==> src/rtl/epg_pkg.sv <==
package epg_pkg;
   localparam int SRC_W = 6;
   localparam int PP_N  = 6;
   localparam logic [SRC_W-1:0] SRC_PP_LAST = 6'd4;
   localparam logic [SRC_W-1:0] SRC_PP_ALT  = 6'd34;
   localparam logic [SRC_W-1:0] SRC_ENGINE  = 6'd35;
   localparam logic [SRC_W-1:0] SRC_HOST    = 6'd36;

   // a code is accepted only if it names a source this channel can reach
   function automatic logic src_code_ok(input logic [SRC_W-1:0] code, input logic engine_ok);
      return (code <= SRC_PP_LAST) || (code == SRC_PP_ALT) || (code == SRC_HOST) ||
             (engine_ok && (code == SRC_ENGINE));
   endfunction
endpackage

==> src/rtl/epg_src_sel.sv <==
module epg_src_sel
   import epg_pkg::*;
#(
   parameter int DATA_W = 32,
   parameter bit HAS_ENGINE = 1'b1
) (
   input  logic                           clk,
   input  logic                           rst,
   input  logic                           sel_we,
   input  logic                           rate_we,
   input  logic [DATA_W-1:0]              wr_data,
   input  logic [DATA_W-1:0]              engine_val,
   input  logic [PP_N-1:0][DATA_W-1:0]    pp_val,
   output logic [DATA_W-1:0]              rate
);
   logic [SRC_W-1:0]  code_q;
   logic [DATA_W-1:0] host_q;

   always_ff @(posedge clk) begin
      if (rst) begin
         code_q <= SRC_HOST;
         host_q <= '0;
      end else begin
         if (sel_we && src_code_ok(wr_data[SRC_W-1:0], HAS_ENGINE))
            code_q <= wr_data[SRC_W-1:0];
         if (rate_we)
            host_q <= wr_data;
      end
   end

   always_comb begin
      if (code_q == SRC_HOST)
         rate = host_q;
      else if (HAS_ENGINE && (code_q == SRC_ENGINE))
         rate = engine_val;
      else if (code_q == SRC_PP_ALT)
         rate = pp_val[PP_N-1];
      else if (code_q <= SRC_PP_LAST)
         rate = pp_val[code_q[2:0]];
      else
         rate = host_q;
   end
endmodule

==> src/rtl/epg_phase_acc.sv <==
module epg_phase_acc #(
   parameter int DATA_W = 32,
   parameter int ACC_W  = 32
) (
   input  logic              clk,
   input  logic              rst,
   input  logic              tick,
   input  logic [DATA_W-1:0] rate,
   output logic              carry,
   output logic              dir
);
   localparam int SUM_W = DATA_W + 1;
   localparam logic [SUM_W-1:0] FULL = SUM_W'(1) << ACC_W;

   logic [ACC_W-1:0]  acc_q;
   logic [DATA_W-1:0] mag;
   logic [SUM_W-1:0]  sum, rem;
   logic              wrap;
   logic [ACC_W-1:0]  acc_d;

   always_comb begin
      mag  = rate[DATA_W-1] ? (~rate + 1'b1) : rate;
      sum  = {{(SUM_W-ACC_W){1'b0}}, acc_q} + {1'b0, mag};
      wrap = (sum >= FULL);
      rem  = sum - FULL;
      if (!wrap)
         acc_d = sum[ACC_W-1:0];
      else if (rem >= FULL)
         acc_d = '1;            // clamp: never more than one carry per tick
      else
         acc_d = rem[ACC_W-1:0];
   end

   always_ff @(posedge clk) begin
      if (rst) begin
         acc_q <= '0;
         carry <= 1'b0;
         dir   <= 1'b0;
      end else begin
         carry <= tick && wrap;
         if (tick) begin
            acc_q <= acc_d;
            dir   <= rate[DATA_W-1];
         end
      end
   end
endmodule

==> src/rtl/epg_pulse_shaper.sv <==
module epg_pulse_shaper #(
   parameter int PULSE_W = 8
) (
   input  logic clk,
   input  logic rst,
   input  logic fire,
   output logic pulse
);
   localparam int CNT_W = $clog2(PULSE_W + 1);

   logic [CNT_W-1:0] cnt_q;
   logic             pend_q;
   logic             start;

   assign start = (cnt_q == '0) && (pend_q || fire);
   assign pulse = (cnt_q != '0);

   always_ff @(posedge clk) begin
      if (rst) begin
         cnt_q  <= '0;
         pend_q <= 1'b0;
      end else begin
         if (start)
            cnt_q <= CNT_W'(PULSE_W);
         else if (cnt_q != '0)
            cnt_q <= cnt_q - 1'b1;
         pend_q <= start ? (pend_q && fire) : (pend_q || fire);
      end
   end
endmodule

==> src/rtl/energy_pulse_gen.sv <==
module energy_pulse_gen
   import epg_pkg::*;
#(
   parameter int DATA_W   = 32,
   parameter int ACC_W    = 32,
   parameter int PULSE_W  = 8,
   parameter int NUM_FAST = 2,
   parameter int NUM_SLOW = 2,
   parameter int SLOW_DIV = 4,
   localparam int NCH  = NUM_FAST + NUM_SLOW,
   localparam int CH_W = (NCH > 1) ? $clog2(NCH) : 1
) (
   input  logic                           clk,
   input  logic                           rst,
   input  logic                           frame_tick,
   input  logic                           interval_tick,
   input  logic [NUM_FAST-1:0][DATA_W-1:0] ce_sum,
   input  logic [PP_N-1:0][DATA_W-1:0]    pp_sum,
   input  logic                           cfg_we,
   input  logic                           cfg_is_sel,
   input  logic [CH_W-1:0]                cfg_ch,
   input  logic [DATA_W-1:0]              cfg_data,
   output logic [NCH-1:0]                 pulse_out,
   output logic [NCH-1:0]                 dir_out
);
   localparam int DIV_W = (SLOW_DIV > 1) ? $clog2(SLOW_DIV) : 1;

   if (ACC_W < 2 || ACC_W > DATA_W) begin : g_bad_acc
      $error("ACC_W must lie in 2..DATA_W");
   end
   if (DATA_W < SRC_W) begin : g_bad_data
      $error("DATA_W too narrow for source codes");
   end
   if (PULSE_W < 1 || SLOW_DIV < 1 || NUM_FAST < 1 || NUM_SLOW < 0) begin : g_bad_cfg
      $error("illegal channel or pulse configuration");
   end

   // interval pipeline: engine data one interval, post-processed two
   logic [NUM_FAST-1:0][DATA_W-1:0] ce_hold_q;
   logic [PP_N-1:0][DATA_W-1:0]     pp_stage_q, pp_hold_q;

   always_ff @(posedge clk) begin
      if (rst) begin
         ce_hold_q  <= '0;
         pp_stage_q <= '0;
         pp_hold_q  <= '0;
      end else if (interval_tick) begin
         ce_hold_q  <= ce_sum;
         pp_stage_q <= pp_sum;
         pp_hold_q  <= pp_stage_q;
      end
   end

   // update strobe for the auxiliary channels
   logic slow_tick;
   if (SLOW_DIV == 1) begin : g_div_none
      assign slow_tick = frame_tick;
   end else begin : g_div
      logic [DIV_W-1:0] div_q;
      assign slow_tick = frame_tick && (div_q == DIV_W'(SLOW_DIV - 1));
      always_ff @(posedge clk) begin
         if (rst)
            div_q <= '0;
         else if (frame_tick)
            div_q <= slow_tick ? '0 : div_q + 1'b1;
      end
   end

   for (genvar i = 0; i < NCH; i++) begin : g_ch
      localparam bit FAST = (i < NUM_FAST);
      logic              hit;
      logic [DATA_W-1:0] eng, rate;
      logic              tick, carry;

      assign hit = cfg_we && (cfg_ch == CH_W'(i));

      if (FAST) begin : g_fast
         assign eng  = ce_hold_q[i];
         assign tick = frame_tick;
      end else begin : g_slow
         assign eng  = '0;
         assign tick = slow_tick;
      end

      epg_src_sel #(.DATA_W(DATA_W), .HAS_ENGINE(FAST)) u_sel (
         .clk(clk), .rst(rst),
         .sel_we(hit && cfg_is_sel), .rate_we(hit && !cfg_is_sel),
         .wr_data(cfg_data), .engine_val(eng), .pp_val(pp_hold_q),
         .rate(rate)
      );

      epg_phase_acc #(.DATA_W(DATA_W), .ACC_W(ACC_W)) u_acc (
         .clk(clk), .rst(rst), .tick(tick), .rate(rate),
         .carry(carry), .dir(dir_out[i])
      );

      epg_pulse_shaper #(.PULSE_W(PULSE_W)) u_shp (
         .clk(clk), .rst(rst), .fire(carry), .pulse(pulse_out[i])
      );
   end
endmodule

==> config.mk <==
export PLATFORM = sky130hd
export DESIGN_NAME = energy_pulse_gen
export DESIGN_NICKNAME = d
export VERILOG_FILES = /design/src/rtl/epg_pkg.sv /design/src/rtl/epg_src_sel.sv /design/src/rtl/epg_phase_acc.sv /design/src/rtl/epg_pulse_shaper.sv /design/src/rtl/energy_pulse_gen.sv
export SDC_FILE = /design/constraint.sdc
export NUM_CORES = 2
export LEC_CHECK = 0
export BUFFER_PORTS_ARGS = -buffer_cell sky130_fd_sc_hd__buf_4
export CAP_MARGIN = 25
export CORE_UTILIZATION = 30
export DETAILED_ROUTE_END_ITERATION = 16
export GPL_TIMING_DRIVEN = 0
export PLACE_DENSITY = 0.56
export SLEW_MARGIN = 20
export SYNTH_ARGS = -nofsm -noshare
export SYNTH_HDL_FRONTEND = slang
export SYNTH_SLANG_ARGS = --single-unit
==> constraint.sdc <==
create_clock -name clk -period 8.7 [get_ports clk]
set_clock_uncertainty 0.15 [all_clocks]
set_input_delay 1.74 -clock clk [delete_from_list [all_inputs] [get_ports clk]]
set_output_delay 1.74 -clock clk [all_outputs]
set_load 0.05 [all_outputs]
==> results.sh <==
export IMPL_worstReg2RegStart="g_ch[1].u_sel.code_q[1]"
export IMPL_grt_setup_unrepaired="true"
export IMPL_worst_skew_pair_late_latency_ns=0.74
export IMPL_mappedNetlistNets=5590
export IMPL_critPathCaptureType="flip-flop"
export IMPL_postSynthAreaPerCell_um2=8.64
export IMPL_postRouteWirelength_mm=205
export IMPL_worstSetupPathType="reg2reg"
export IMPL_worstHoldStart="g_ch[1].u_acc.carry"
export IMPL_p_leak_nw=21.1
export IMPL_synth_async_sr_flop_share_pct=0
export IMPL_rr_worst_depth=21
export IMPL_cts_root_buf="sky130_fd_sc_hd__clkbuf_16"
export IMPL_ys_seq_elements=758
export IMPL_r2r_end="g_ch[1].u_acc.acc_q[31]"
export IMPL_worstHoldPathType="reg2reg"
export IMPL_yosysWarningCount=0
export IMPL_timing_critical_path_from_type="flip-flop"
export IMPL_core_rowCount=140
export IMPL_power_density_mw_per_mm2=172
export IMPL_first_pass_grt_wire_length_mm=286
export IMPL_layout_cells_most_common="sky130_fd_sc_hd__dfxtp_1"
export IMPL_count_of_port_buffers_added_during_placement=297
export IMPL_cts_tree="done"
export IMPL_slew_limit_headroom_pct=13.9
export IMPL_clock_path_buffers=3
export IMPL_post_layout_total_power_mw=9.04
export IMPL_number_of_antenna_violations_at_the_first_check_in_global_routing=25
export IMPL_drt_first_pass_iters=6
export IMPL_ff_to_ff_setup_slack_ns=0.18
export IMPL_edff_count_synth=0
export IMPL_hold_path_depth=2
export IMPL_report_final_slew_viol_count=0
export IMPL_number_of_remaining_drc_errors=0
export IMPL_pin_count_of_the_biggest_net_entering_global_routing=14
export IMPL_synth_main_ff_cell="sky130_fd_sc_hd__dfxtp_1"
export IMPL_outcome="completed"
export IMPL_core_area_mm2=0.146
export IMPL_mappedNetlistArea_mm2=0.0445
export IMPL_nNetsFinal=6002
export IMPL_estimated_wirelength_of_the_detail_placed_design_mm=163
export IMPL_dieHeight_um=387
export IMPL_setup_tns_ns=0
export IMPL_finalSetupViolCount=0
export IMPL_first_global_vias=39100
export IMPL_worst_path_max_fanout=10
export IMPL_routedWlPerCell_um=27.1
export IMPL_area_growth_pct=18.2
export IMPL_synth_cell_types=85
export IMPL_vdd_ir_drop_max_mv=0.145
export IMPL_critPathLaunch="g_ch[1].u_sel.code_q[1]"
export IMPL_cp_arrival_ns=8.98
export IMPL_num_vias=42300
export IMPL_ctsHtreeMaxLevel=3
export IMPL_floorplan_io_pins=304
export IMPL_gr_total_overflow=0
export IMPL_cts_hold_repair_buffers=0
export IMPL_fp_dieArea_mm2=0.150
export IMPL_track_usage_pct=26.3
export IMPL_worst_slew_pin_transition_ns=1.29
export IMPL_final_cell_mix="sky130_fd_sc_hd__dfxtp_1, sky130_fd_sc_hd__nor2_1, sky130_fd_sc_hd__mux2i_1, sky130_fd_sc_hd__nand2_1, sky130_fd_sc_hd__a21oi_1"
export IMPL_clock_pin_slew_reported_for_the_worst_setup_and_hold_paths_after_clock_tree_synthesis_ns=0.06
export IMPL_synthesis_instances=5149
export IMPL_final_min_clock_period_ns=8.52
export IMPL_ant_nets=0
export IMPL_max_cap_violations=0
export IMPL_die_w_um=387
export IMPL_period_share_pct=97.9
export IMPL_cts_inserted_buffers=88
export IMPL_cp_required_ns=9.16
export IMPL_whs_endpoint="g_ch[1].u_shp.pend_q"
export IMPL_initial_utilization_pct=30.4
export IMPL_place_congestion=1.02
export IMPL_cts_sink_count=758
export IMPL_fmaxAchievable_ghz=0.117
export IMPL_report_final_hold_viol_count=0
export IMPL_synth_seq_area_share_pct=34.1
export IMPL_route_detailed_vias_per_inst=5.59
export IMPL_drive_above_1_share_pct=12.6
export IMPL_detailedRoute_firstIterationViolations=4839
-- power by group --
group / switching [mW] / leakage, nW / internal [mW] / total [mW]
registers: 0.164 / 6.18 / 3.63 / 3.79
logic: 0.773 / 13.4 / 0.513 / 1.29
clock network: 1.63 / 1.49 / 2.34 / 3.96
-- flip-flops by register name (all words and copies together), names as in the netlist --
signal	count
g_ch.eng	64
g_div.div_q	2
g_ch.u_shp.pend_q	4
pp_hold_q	192
g_ch.u_acc.acc_q	128
g_ch.u_shp.cnt_q	16
g_ch.u_sel.host_q	128
g_ch.u_acc.carry	4
pp_stage_q	192
g_ch.u_acc.dir	4
g_ch.u_sel.code_q	24
-- synth_stat cells, types with 8 or more instances --
cell | count | share of area [%]
sky130_fd_sc_hd__a21oi_1 | 384 | 4.3
sky130_fd_sc_hd__nor3_1 | 75 | 0.84
sky130_fd_sc_hd__buf_6 | 12 | 0.30
sky130_fd_sc_hd__or3_1 | 18 | 0.25
sky130_fd_sc_hd__mux4_2 | 91 | 4.6
sky130_fd_sc_hd__o21ai_0 | 138 | 1.6
sky130_fd_sc_hd__nor2_1 | 735 | 6.2
sky130_fd_sc_hd__nor3b_1 | 16 | 0.27
sky130_fd_sc_hd__and3_1 | 29 | 0.41
sky130_fd_sc_hd__or2_2 | 17 | 0.24
sky130_fd_sc_hd__o221ai_1 | 33 | 0.65
sky130_fd_sc_hd__xnor2_1 | 140 | 2.8
sky130_fd_sc_hd__inv_1 | 69 | 0.58
sky130_fd_sc_hd__buf_4 | 13 | 0.22
sky130_fd_sc_hd__nand2_1 | 577 | 4.9
sky130_fd_sc_hd__o2bb2ai_1 | 11 | 0.22
sky130_fd_sc_hd__mux2i_1 | 688 | 15
sky130_fd_sc_hd__o311ai_0 | 28 | 0.55
sky130_fd_sc_hd__nor4_1 | 8 | 0.11
sky130_fd_sc_hd__mux2_2 | 30 | 0.76
sky130_fd_sc_hd__o21bai_1 | 15 | 0.25
sky130_fd_sc_hd__a31oi_1 | 41 | 0.58
sky130_fd_sc_hd__ha_1 | 141 | 4.0
sky130_fd_sc_hd__o22a_1 | 18 | 0.35
sky130_fd_sc_hd__buf_2 | 28 | 0.32
sky130_fd_sc_hd__nand2b_1 | 39 | 0.55
sky130_fd_sc_hd__a211oi_1 | 44 | 0.74
sky130_fd_sc_hd__o31ai_1 | 21 | 0.35
sky130_fd_sc_hd__buf_1 | 86 | 0.73
sky130_fd_sc_hd__o21a_1 | 22 | 0.37
sky130_fd_sc_hd__a22oi_1 | 13 | 0.22
sky130_fd_sc_hd__o211ai_1 | 72 | 1.2
sky130_fd_sc_hd__nand3_1 | 42 | 0.47
sky130_fd_sc_hd__xor2_1 | 78 | 1.5
sky130_fd_sc_hd__o221a_2 | 14 | 0.35
sky130_fd_sc_hd__a221oi_1 | 14 | 0.28
sky130_fd_sc_hd__nand4_1 | 14 | 0.20
sky130_fd_sc_hd__o22ai_1 | 63 | 0.89
sky130_fd_sc_hd__clkbuf_1 | 236 | 2.0
sky130_fd_sc_hd__a21boi_0 | 10 | 0.17
sky130_fd_sc_hd__and2_1 | 29 | 0.41
sky130_fd_sc_hd__dfxtp_1 | 758 | 34
sky130_fd_sc_hd__a21o_1 | 76 | 1.3
sky130_fd_sc_hd__a2bb2oi_1 | 10 | 0.20
sky130_fd_sc_hd__nor2b_1 | 25 | 0.35
-- what timing repair did --
action | in CTS | in global routing
setup buffers | 0 | 0
setup endpoints to repair | 0 | 9
gates resized for setup | 0 | 4
endpoints found under the hold margin | 0 | 0
-- cell type report --
type                    instances  area, µm²
diodes                         11       27.5
plain buffers                 376       1620
clock buffers                 128       2570
clock inverters                32        505
fillers                     15200      93900
inverters                      70        263
multi-input cells            3944      27500
flip-flops and latches        758      15200
well taps                    1917       2400
repair buffers                323       2520
-- metal layers --
| layer | vias up | global-route usage [%] | part of all wire (%) |
|---|---|---|---|
| met4 | 22 | 14.0 | 5.8 |
| met1 | 20300 | 34.4 | 42 |
| met5 | - | 0.255 | 0.10 |
| met2 | 2206 | 39.9 | 43 |
| li1 | 19300 | - | - |
| met3 | 466 | 6.16 | 9.7 |
-- stage by stage --
step / hold WS, ns / util, % / cell area [µm²] / setup slack (ns) / instances
floorplan: 0.282 / - / 44500 / 2.94 / 5149
global placement: 0.290 / 33.5 / 49100 / 0.367 / 7363
detailed placement: 0.295 / 33.7 / 49400 / 0.311 / 7388
CTS: 0.304 / 35.8 / 52500 / 0.283 / 7548
global route: 0.318 / 35.9 / 52500 / -0.0491 / 7549
finish: 0.297 / 35.9 / 52500 / 0.181 / 7559
-- critical path, cell delays in order, from the launching register on --
cell                       delay [ns]
sky130_fd_sc_hd__dfxtp_1         0.32
sky130_fd_sc_hd__buf_2           0.26
sky130_fd_sc_hd__buf_1           0.66
sky130_fd_sc_hd__clkbuf_1        0.83
sky130_fd_sc_hd__buf_1           0.83
sky130_fd_sc_hd__mux4_2          0.38
sky130_fd_sc_hd__nand2_1         0.07
sky130_fd_sc_hd__o211ai_1        0.28
sky130_fd_sc_hd__o21ai_0         0.40
sky130_fd_sc_hd__mux2i_2         0.51
sky130_fd_sc_hd__clkbuf_1        0.48
sky130_fd_sc_hd__o21ai_0         0.28
sky130_fd_sc_hd__ha_1            0.33
sky130_fd_sc_hd__a21o_1          0.16
sky130_fd_sc_hd__a21oi_1         0.27
sky130_fd_sc_hd__o21ai_0         0.17
sky130_fd_sc_hd__a31o_2          0.27
sky130_fd_sc_hd__a31o_2          0.29
sky130_fd_sc_hd__a31oi_1         0.41
sky130_fd_sc_hd__a21oi_1         0.28
sky130_fd_sc_hd__a221o_1         0.41
sky130_fd_sc_hd__o311ai_0        0.33
-- how the worst max path moves through the flow --
stage	endpoint	cells after the start	slack [ns]
after global routing	g_ch[1].u_acc.acc_q[31]	22	-0.05
final	g_ch[1].u_acc.acc_q[31]	21	0.18
after detailed placement	g_ch[1].u_acc.acc_q[31]	22	0.31
after floorplan	g_ch[2].u_acc.acc_q[28]	23	2.94
after global placement	g_ch[1].u_acc.acc_q[31]	22	0.37
after CTS	g_ch[1].u_acc.acc_q[31]	22	0.28
-- kinds of logic after synthesis --
family | Yosys count | share of synthesized area, %
AND/OR/NAND/NOR | 1665 | 16.1
adder cells (fa/ha/maj) | 145 | 4.15
flip-flops | 758 | 34.1
multiplexers | 813 | 21.1
XOR/XNOR | 218 | 4.29
buffers and inverters | 447 | 4.19
AO/OA/AOI/OAI | 1103 | 16.1
(Power assumes the default switching activity.)
